## config.mk

```make
export PLATFORM = sky130hd
export DESIGN_NAME = coalescing_store_buffer
export DESIGN_NICKNAME = d
export VERILOG_FILES = /design/src/rtl/sb_pkg.sv /design/src/rtl/sb_alloc.sv /design/src/rtl/sb_merge.sv /design/src/rtl/sb_entry.sv /design/src/rtl/coalescing_store_buffer.sv
export SDC_FILE = /design/constraint.sdc
export NUM_CORES = 2
export LEC_CHECK = 0
export BUFFER_PORTS_ARGS = -buffer_cell sky130_fd_sc_hd__buf_4
export CAP_MARGIN = 20
export CORE_MARGIN = 5
export CORE_UTILIZATION = 35
export CTS_CLUSTER_DIAMETER = 80
export DETAILED_ROUTE_END_ITERATION = 8
export PLACE_DENSITY = 0.6
export SLEW_MARGIN = 0
export SYNTH_ARGS = -nofsm -noshare
export SYNTH_HDL_FRONTEND = slang
export SYNTH_SLANG_ARGS = --single-unit
```

## constraint.sdc

```tcl
create_clock -name clk -period 20.3 [get_ports clk]
set_clock_uncertainty 0.1 [all_clocks]
set_input_delay 1.015 -clock clk [delete_from_list [all_inputs] [get_ports clk]]
set_output_delay 1.015 -clock clk [all_outputs]
set_load 0.005 [all_outputs]
```

## src/rtl/sb_pkg.sv

```systemverilog
package sb_pkg;
  localparam int SB_ADDR_W     = 32;
  localparam int SB_LINE_BYTES = 16;
  localparam int SB_WORD_BYTES = 4;
  localparam int SB_ENTRIES    = 4;
endpackage

```

## src/rtl/sb_alloc.sv

```systemverilog
module sb_alloc #(
  parameter int N = 4
) (
  input  logic [N-1:0] busy,
  output logic [N-1:0] grant,
  output logic         any_free
);
  always_comb begin
    grant = '0;
    for (int i = N - 1; i >= 0; i--) begin
      if (!busy[i]) grant = N'(1) << i;
    end
  end

  assign any_free = ~&busy;
endmodule

```

## src/rtl/sb_merge.sv

```systemverilog
module sb_merge #(
  parameter int LINE_W = 128
) (
  input  logic [LINE_W-1:0] line_in,
  input  logic [LINE_W-1:0] buf_data,
  input  logic [LINE_W-1:0] buf_mask,
  output logic [LINE_W-1:0] line_out
);
  assign line_out = (line_in & ~buf_mask) | (buf_data & buf_mask);
endmodule

```

## src/rtl/sb_entry.sv

```systemverilog
module sb_entry #(
  parameter int TAG_W  = 28,
  parameter int LINE_W = 128
) (
  input  logic              clk,
  input  logic              rst_n,
  input  logic              alloc,
  input  logic              upd,
  input  logic              clr,
  input  logic [TAG_W-1:0]  tag_in,
  input  logic [LINE_W-1:0] wdata,
  input  logic [LINE_W-1:0] wmask,
  output logic              valid,
  output logic [TAG_W-1:0]  tag,
  output logic [LINE_W-1:0] data,
  output logic [LINE_W-1:0] mask
);
  logic              valid_d;
  logic [TAG_W-1:0]  tag_d;
  logic [LINE_W-1:0] data_d, mask_d;
  logic              en;

  assign en = alloc | upd | clr;

  always_comb begin
    valid_d = valid;
    tag_d   = tag;
    data_d  = data;
    mask_d  = mask;
    if (clr) begin
      valid_d = 1'b0;
      mask_d  = '0;
    end else if (alloc) begin
      valid_d = 1'b1;
      tag_d   = tag_in;
      data_d  = wdata & wmask;
      mask_d  = wmask;
    end else if (upd) begin
      data_d  = (data & ~wmask) | (wdata & wmask);
      mask_d  = mask | wmask;
    end
  end

  always_ff @(posedge clk or negedge rst_n) begin
    if (!rst_n) begin
      valid <= 1'b0;
      mask  <= '0;
    end else if (en) begin
      valid <= valid_d;
      mask  <= mask_d;
    end
  end

  always_ff @(posedge clk) begin
    if (en) begin
      tag  <= tag_d;
      data <= data_d;
    end
  end


  mask_grow_chk: assert property (@(posedge clk) disable iff (!rst_n)
    (valid && $past(valid) && !$past(clr)) |-> ((mask & $past(mask)) == $past(mask)));


  tag_hold_chk: assert property (@(posedge clk) disable iff (!rst_n)
    (valid && $past(valid) && !$past(clr)) |-> (tag == $past(tag)));
endmodule

```

## src/rtl/coalescing_store_buffer.sv

```systemverilog
module coalescing_store_buffer
  import sb_pkg::*;
#(
  parameter int ADDR_W     = SB_ADDR_W,
  parameter int LINE_BYTES = SB_LINE_BYTES,
  parameter int WORD_BYTES = SB_WORD_BYTES,
  parameter int ENTRIES    = SB_ENTRIES
) (
  input  logic                                    clk,
  input  logic                                    rst_n,
  input  logic                                    st_valid,
  output logic                                    st_ready,
  input  logic [ADDR_W-1:0]                       st_addr,
  input  logic [WORD_BYTES*8-1:0]                 st_data,
  input  logic [WORD_BYTES-1:0]                   st_be,
  output logic                                    own_req_valid,
  output logic [ADDR_W-$clog2(LINE_BYTES)-1:0]    own_req_line,
  input  logic                                    fill_valid,
  input  logic [ADDR_W-$clog2(LINE_BYTES)-1:0]    fill_line,
  input  logic [LINE_BYTES*8-1:0]                 fill_data,
  output logic                                    cwr_valid,
  output logic [ADDR_W-$clog2(LINE_BYTES)-1:0]    cwr_line,
  output logic [LINE_BYTES*8-1:0]                 cwr_data
);
  localparam int OFF_W  = $clog2(LINE_BYTES);
  localparam int LANE_W = $clog2(WORD_BYTES);
  localparam int IDX_W  = (OFF_W > LANE_W) ? OFF_W - LANE_W : 1;
  localparam int TAG_W  = ADDR_W - OFF_W;
  localparam int WORD_W = WORD_BYTES * 8;
  localparam int LINE_W = LINE_BYTES * 8;

  // reset: asynchronous assert, synchronous release
  logic rst_meta, rst_s;
  always_ff @(posedge clk or negedge rst_n) begin
    if (!rst_n) begin
      rst_meta <= 1'b0;
      rst_s    <= 1'b0;
    end else begin
      rst_meta <= 1'b1;
      rst_s    <= rst_meta;
    end
  end

  // store decode
  logic [TAG_W-1:0]  st_line;
  logic [IDX_W-1:0]  st_widx;
  logic [WORD_W-1:0] st_wmask;
  logic [LINE_W-1:0] st_ldata, st_lmask;

  assign st_line = st_addr[ADDR_W-1:OFF_W];
  assign st_widx = IDX_W'(st_addr[OFF_W-1:0] >> LANE_W);

  for (genvar b = 0; b < WORD_BYTES; b++) begin : g_lane
    assign st_wmask[b*8 +: 8] = {8{st_be[b]}};
  end

  assign st_ldata = LINE_W'(st_data)  << (int'(st_widx) * WORD_W);
  assign st_lmask = LINE_W'(st_wmask) << (int'(st_widx) * WORD_W);

  // entries
  logic [ENTRIES-1:0] ent_valid, hit_vec, fhit_vec, grant;
  logic [ENTRIES-1:0] alloc_v, upd_v;
  logic [TAG_W-1:0]   ent_tag  [ENTRIES];
  logic [LINE_W-1:0]  ent_data [ENTRIES];
  logic [LINE_W-1:0]  ent_mask [ENTRIES];
  logic               any_free, st_hit, st_fold, st_acc, do_alloc;

  for (genvar i = 0; i < ENTRIES; i++) begin : g_ent
    assign hit_vec[i]  = ent_valid[i] && (ent_tag[i] == st_line);
    assign fhit_vec[i] = fill_valid && ent_valid[i] && (ent_tag[i] == fill_line);
    assign alloc_v[i]  = do_alloc && grant[i];
    assign upd_v[i]    = st_acc && hit_vec[i] && !st_fold;

    sb_entry #(.TAG_W(TAG_W), .LINE_W(LINE_W)) u_entry (
      .clk    (clk),
      .rst_n  (rst_s),
      .alloc  (alloc_v[i]),
      .upd    (upd_v[i]),
      .clr    (fhit_vec[i]),
      .tag_in (st_line),
      .wdata  (st_ldata),
      .wmask  (st_lmask),
      .valid  (ent_valid[i]),
      .tag    (ent_tag[i]),
      .data   (ent_data[i]),
      .mask   (ent_mask[i])
    );
  end

  sb_alloc #(.N(ENTRIES)) u_alloc (
    .busy     (ent_valid),
    .grant    (grant),
    .any_free (any_free)
  );

  assign st_hit   = |hit_vec;
  assign st_fold  = fill_valid && (st_line == fill_line);
  assign st_ready = st_hit || st_fold || any_free;
  assign st_acc   = st_valid && st_ready;
  assign do_alloc = st_acc && !st_hit && !st_fold;

  // fill path: select matching entry, fold same-cycle store
  logic [LINE_W-1:0] sel_data, sel_mask, mrg_data, mrg_mask, merged;

  always_comb begin
    sel_data = '0;
    sel_mask = '0;
    for (int i = 0; i < ENTRIES; i++) begin
      if (fhit_vec[i]) begin
        sel_data = sel_data | ent_data[i];
        sel_mask = sel_mask | ent_mask[i];
      end
    end
    if (st_valid && st_fold) begin
      mrg_data = (sel_data & ~st_lmask) | (st_ldata & st_lmask);
      mrg_mask = sel_mask | st_lmask;
    end else begin
      mrg_data = sel_data;
      mrg_mask = sel_mask;
    end
  end

  sb_merge #(.LINE_W(LINE_W)) u_merge (
    .line_in  (fill_data),
    .buf_data (mrg_data),
    .buf_mask (mrg_mask),
    .line_out (merged)
  );

  // output registers
  logic              req_v_d, cwr_v_d;
  logic [TAG_W-1:0]  req_line_d, cwr_line_d;
  logic [LINE_W-1:0] cwr_data_d;

  always_comb begin
    req_v_d    = do_alloc;
    req_line_d = st_line;
    cwr_v_d    = fill_valid;
    cwr_line_d = fill_line;
    cwr_data_d = merged;
  end

  always_ff @(posedge clk or negedge rst_s) begin
    if (!rst_s) begin
      own_req_valid <= 1'b0;
      cwr_valid     <= 1'b0;
    end else begin
      own_req_valid <= req_v_d;
      cwr_valid     <= cwr_v_d;
    end
  end

  always_ff @(posedge clk) begin
    if (req_v_d) own_req_line <= req_line_d;
    if (cwr_v_d) begin
      cwr_line <= cwr_line_d;
      cwr_data <= cwr_data_d;
    end
  end


  one_hit_chk: assert property (@(posedge clk) disable iff (!rst_s)
    $onehot0(hit_vec));


  stall_full_chk: assert property (@(posedge clk) disable iff (!rst_s)
    !st_ready |-> (&ent_valid));


  req_line_chk: assert property (@(posedge clk) disable iff (!rst_s)
    own_req_valid |-> (own_req_line == $past(st_line)));


  fill_keep_chk: assert property (@(posedge clk) disable iff (!rst_s)
    cwr_valid |-> (((cwr_data ^ $past(fill_data)) & ~$past(mrg_mask)) == '0));


  fill_free_chk: assert property (@(posedge clk) disable iff (!rst_s)
    cwr_valid |-> (cwr_line == $past(fill_line)));
endmodule

```

==> results.md <==
* Antenna violations before repair at 28
* Total number of vias at 43827
* Row count at 153
* Status: finished clean
* Area after DPL at between 60000 and 70000 µm²
* Critical Path Slowest Stage Cell: buf_4
* Slew margin rel. at 21.0%
* CTS buffer count at around 150
* Setup crit end kind: flip-flop
* Post-route ant nets at 0
* Post-synth EDFFs at approximately 810
* Die Area at between 150000 and 200000 µm²
* GR Util met3 at 4.72%
* Initial core utilization at a little over a third
* GR Util met1 at 29.7%
* Met2 Usage GRT at between 30% and 40%
* Syn_area_per_cell at approximately 12 µm²
* RSZ-0062 raised after global routing: no
* Placed Cells at about 7200
* Deepest clock path buffer count at 3
* Largest net degree at the start of global routing at around 180
* Area leader, netlist: edfxtp_1
* Internal power at around 4.8 mW
* Clock transition at the registers of the reported paths at about 0.060 ns
* Count of final hold-check violations at 0
* Psw at around 1.5 mW
* Root Buffer: clkbuf_16
* Post-synthesis register bit count at approximately 1300
* Tcrit/Tclk final at between 20 and 30%
* First-pass GRT wire length at between 300 and 400 mm
* Detailed Routing Iterations Pass 1 at 5
* Post-Syn Area at roughly 60000 µm²
* Routed wire per std cell at roughly 28 µm
* Final routed DRC violation total at 0
* LEAKAGE at ~28 nW
* Register share of total power at between 40% and 50%
* Final nets at about 5300
* Switching share of total power at ~24%
* Top Usage Layer GRT: met2
* Sequential share of the synthesized area at between 60% and 70%
* Setup TNS at 0 ns
* Gate power share at 7.6%
* Final WL at 213 mm
* Total Power at 6.29 mW
* Final Critical Period at between 5 and 6 ns
* Worst-margin pin slew at roughly 1.2 ns
* Top-area cell type share of the netlist area at about 40%
* Top FF cell, synth: edfxtp_1
* Req. time, crit path at between 20 and 25 ns
* Post-cts resize count at 0
* Top Ports at 415
* Placeable Area at 174000 µm²
* Maximum capacitance violations at 0
* Final number of max-transition violations at 0
* Die Wd at about 430 µm
* Synth Warn # at 0
* Non-Filler Instances at around 7500
* Syn nets at between 5000 and 6000
* FF/Latch Area at 37300 µm²
* R2R cell count at 10
* Multi-input gate area at just over 20000 µm²
* Final HPWL DP at ~120 mm
* Max Clk Rate at around 180 MHz
* Post-synth ARST share at between 30% and 40%
* Total clock sinks at between 1000 and 1500
* Vias in the first global route at ~43000
* GP Congestion at 0.850
* Area Growth Syn to Fin at 15.6%
* Tot GR Track Use at between 20% and 30%
* Share of layout cells above drive strength 1 at between 10% and 20%
* HP Class: reg2async
* # setup viols final at 0
* Mapped Cells at 4980
* Synth cell types at 48
* Final instance area at around 70000 µm²
* Clock power frac at 43.2%
* Detailed Route Iter0 Violations at 5362
* Crit path cell chain: clkbuf_8 > buf_4 > nand3_1 > nor4_2 > buf_4 > buf_12 > buf_4 > and3_1 > a2111oi_0 > mux2_2 > mux2_2
* Max VDD drop at 0.0000780 V
* Gr ovfl total at 0
* H-tree depth at 4
* Clock Latency Late Sink at about 0.80 ns
* PD cells at 88.6 nW/µm²
* CP Class: in2reg
* CP dominant cell by count: buf_4
* Max stage delay on crit path at slightly above 0.8 ns
* Critical Path Start Type: input port
* CP Max Fanout at 111
* Vias per cell at approximately 5.8
* CTS tree: done
* Top cells by area, synth: edfxtp_1 40%, dfrtp_1 21%, a22o_1 7.3%, nand3_1 6.0%, mux2_2 4.5%
* # port buffers at about 410
* Die Y at 429 µm
* # fillers at roughly 16000
* Worst EP arrival at between 6 and 7 ns
==> cells by family (layout without fill, tap and decap cells) <==
group	Yosys count	after routing	synth area share (%)
other	1	17	0.00611
buffers and inverters	841	1068	5.83
xor gates and xnor gates	249	249	3.55
and+or+nand+nor	1456	1456	13.2
DFF	1328	1328	60.7
AOI/OAI and AO/OA	849	849	12.0
muxes	256	256	4.70
==> worst paths after layout <==
kind	startpoint	end	slack, ns
min in group clk	rst_meta$_DFF_PN0_	rst_s$_DFF_PN0_	0.25
worst max register to register	g_ent[3].u_entry.tag[15]$_DFFE_PP_	g_ent[0].u_entry.mask[21]$_DFFE_PN0P_	14.83
worst min-delay path	rst_s$_DFF_PN0_	g_ent[3].u_entry.mask[99]$_DFFE_PN0P_	0.20
max in group asynchronous	rst_s$_DFF_PN0_	g_ent[0].u_entry.mask[44]$_DFFE_PN0P_	16.94
worst max-delay path	fill_valid	cwr_data[55]$_DFFE_PP_	14.69
worst min register to register	rst_s$_DFF_PN0_	g_ent[3].u_entry.mask[99]$_DFFE_PN0P_	0.20
==> stage by stage <==
| stage | utilization (%) | hold slack [ns] | setup slack (ns) |
|---|---|---|---|
| 2_1_floorplan | - | 0.231 | 4.63 |
| 3_5_place_dp | 37.9 | 0.210 | 13.87 |
| 4_1_cts | 40.7 | 0.213 | 14.74 |
| 5_1_grt | 40.7 | 0.251 | 14.51 |
| 3_3_place_gp | 37.9 | 0.214 | 13.93 |
| 6_report | 40.7 | 0.201 | 14.69 |
==> power by group through the flow <==
stage,registers [mW],clock network [mW],logic [mW]
3_3_place_gp,3.14,0,0.472
4_1_cts,3.09,2.76,0.482
6_report,3.09,2.72,0.478
2_1_floorplan,3.14,0,0.249
5_1_grt,3.10,2.88,0.510
3_5_place_dp,3.14,0,0.481
==> synthesized netlist by cell type, types with 2 or more instances <==
library cell  number
edfxtp_1         808
nand3_1          737
dfrtp_1          520
a22o_1           512
clkbuf_1         454
and3_1           342
inv_1            248
mux2_2           247
o2111ai_1        240
and2_1           239
xnor2_1          198
buf_2             77
a21boi_0          54
xor2_1            51
nand4_1           48
nand2_1           36
buf_4             29
nor4_1            26
a2111oi_0         16
buf_1             16
buf_12            11
a21boi_1          10
mux2_1             9
nor2_1             9
a21oi_1            7
buf_6              5
nor2b_1            5
a21oi_2            3
nand2b_1           2
nand3b_1           2
or4_1              2
==> final cells by class <==
cell class                      count  area share [%]
Inverter                          248            1.31
Sequential cell                  1328            52.5
Multi-Input combinational cell   2811            29.1
Antenna cell                       16          0.0564
Tap cell                         2325            4.10
Timing Repair Buffer              536            5.93
Clock buffer                      213            5.89
Clock inverter                     71            1.05
==> timing repair <==
action / in CTS / in global routing
endpoints found under the hold margin: 2 / 0
hold buffers: 1 / 0
setup buffers: 0 / 0
==> critical path: cells and delay by family <==
family	cells	cell delay [ns]
buf+inv	5	3.30
mux	2	0.63
simple gates	3	0.74
compound gates	1	0.07
==> per-layer routing <==
metal | vias up | part of all wire, %
li1 | 18758 | -
met4 | 8 | 4.8
met1 | 22491 | 40
met5 | - | 0.025
met3 | 412 | 8.2
met2 | 2158 | 47
==> layout by cell type (no fill, tap or decap), drive strengths merged, types with 5 or more instances in the layout <==
cell type,count
a2111oi,16
a21boi,64
a21oi,11
a22o,512
and2,239
and3,342
buf,534
bufinv,6
clkbuf,214
clkinv,45
clkinvlp,11
dfrtp,520
diode,16
edfxtp,808
inv,257
mux2,256
nand2,36
nand3,737
nand4,48
nor2,9
nor2b,5
nor4,26
o2111ai,240
xnor2,198
xor2,51
(Power assumes the default switching activity.)
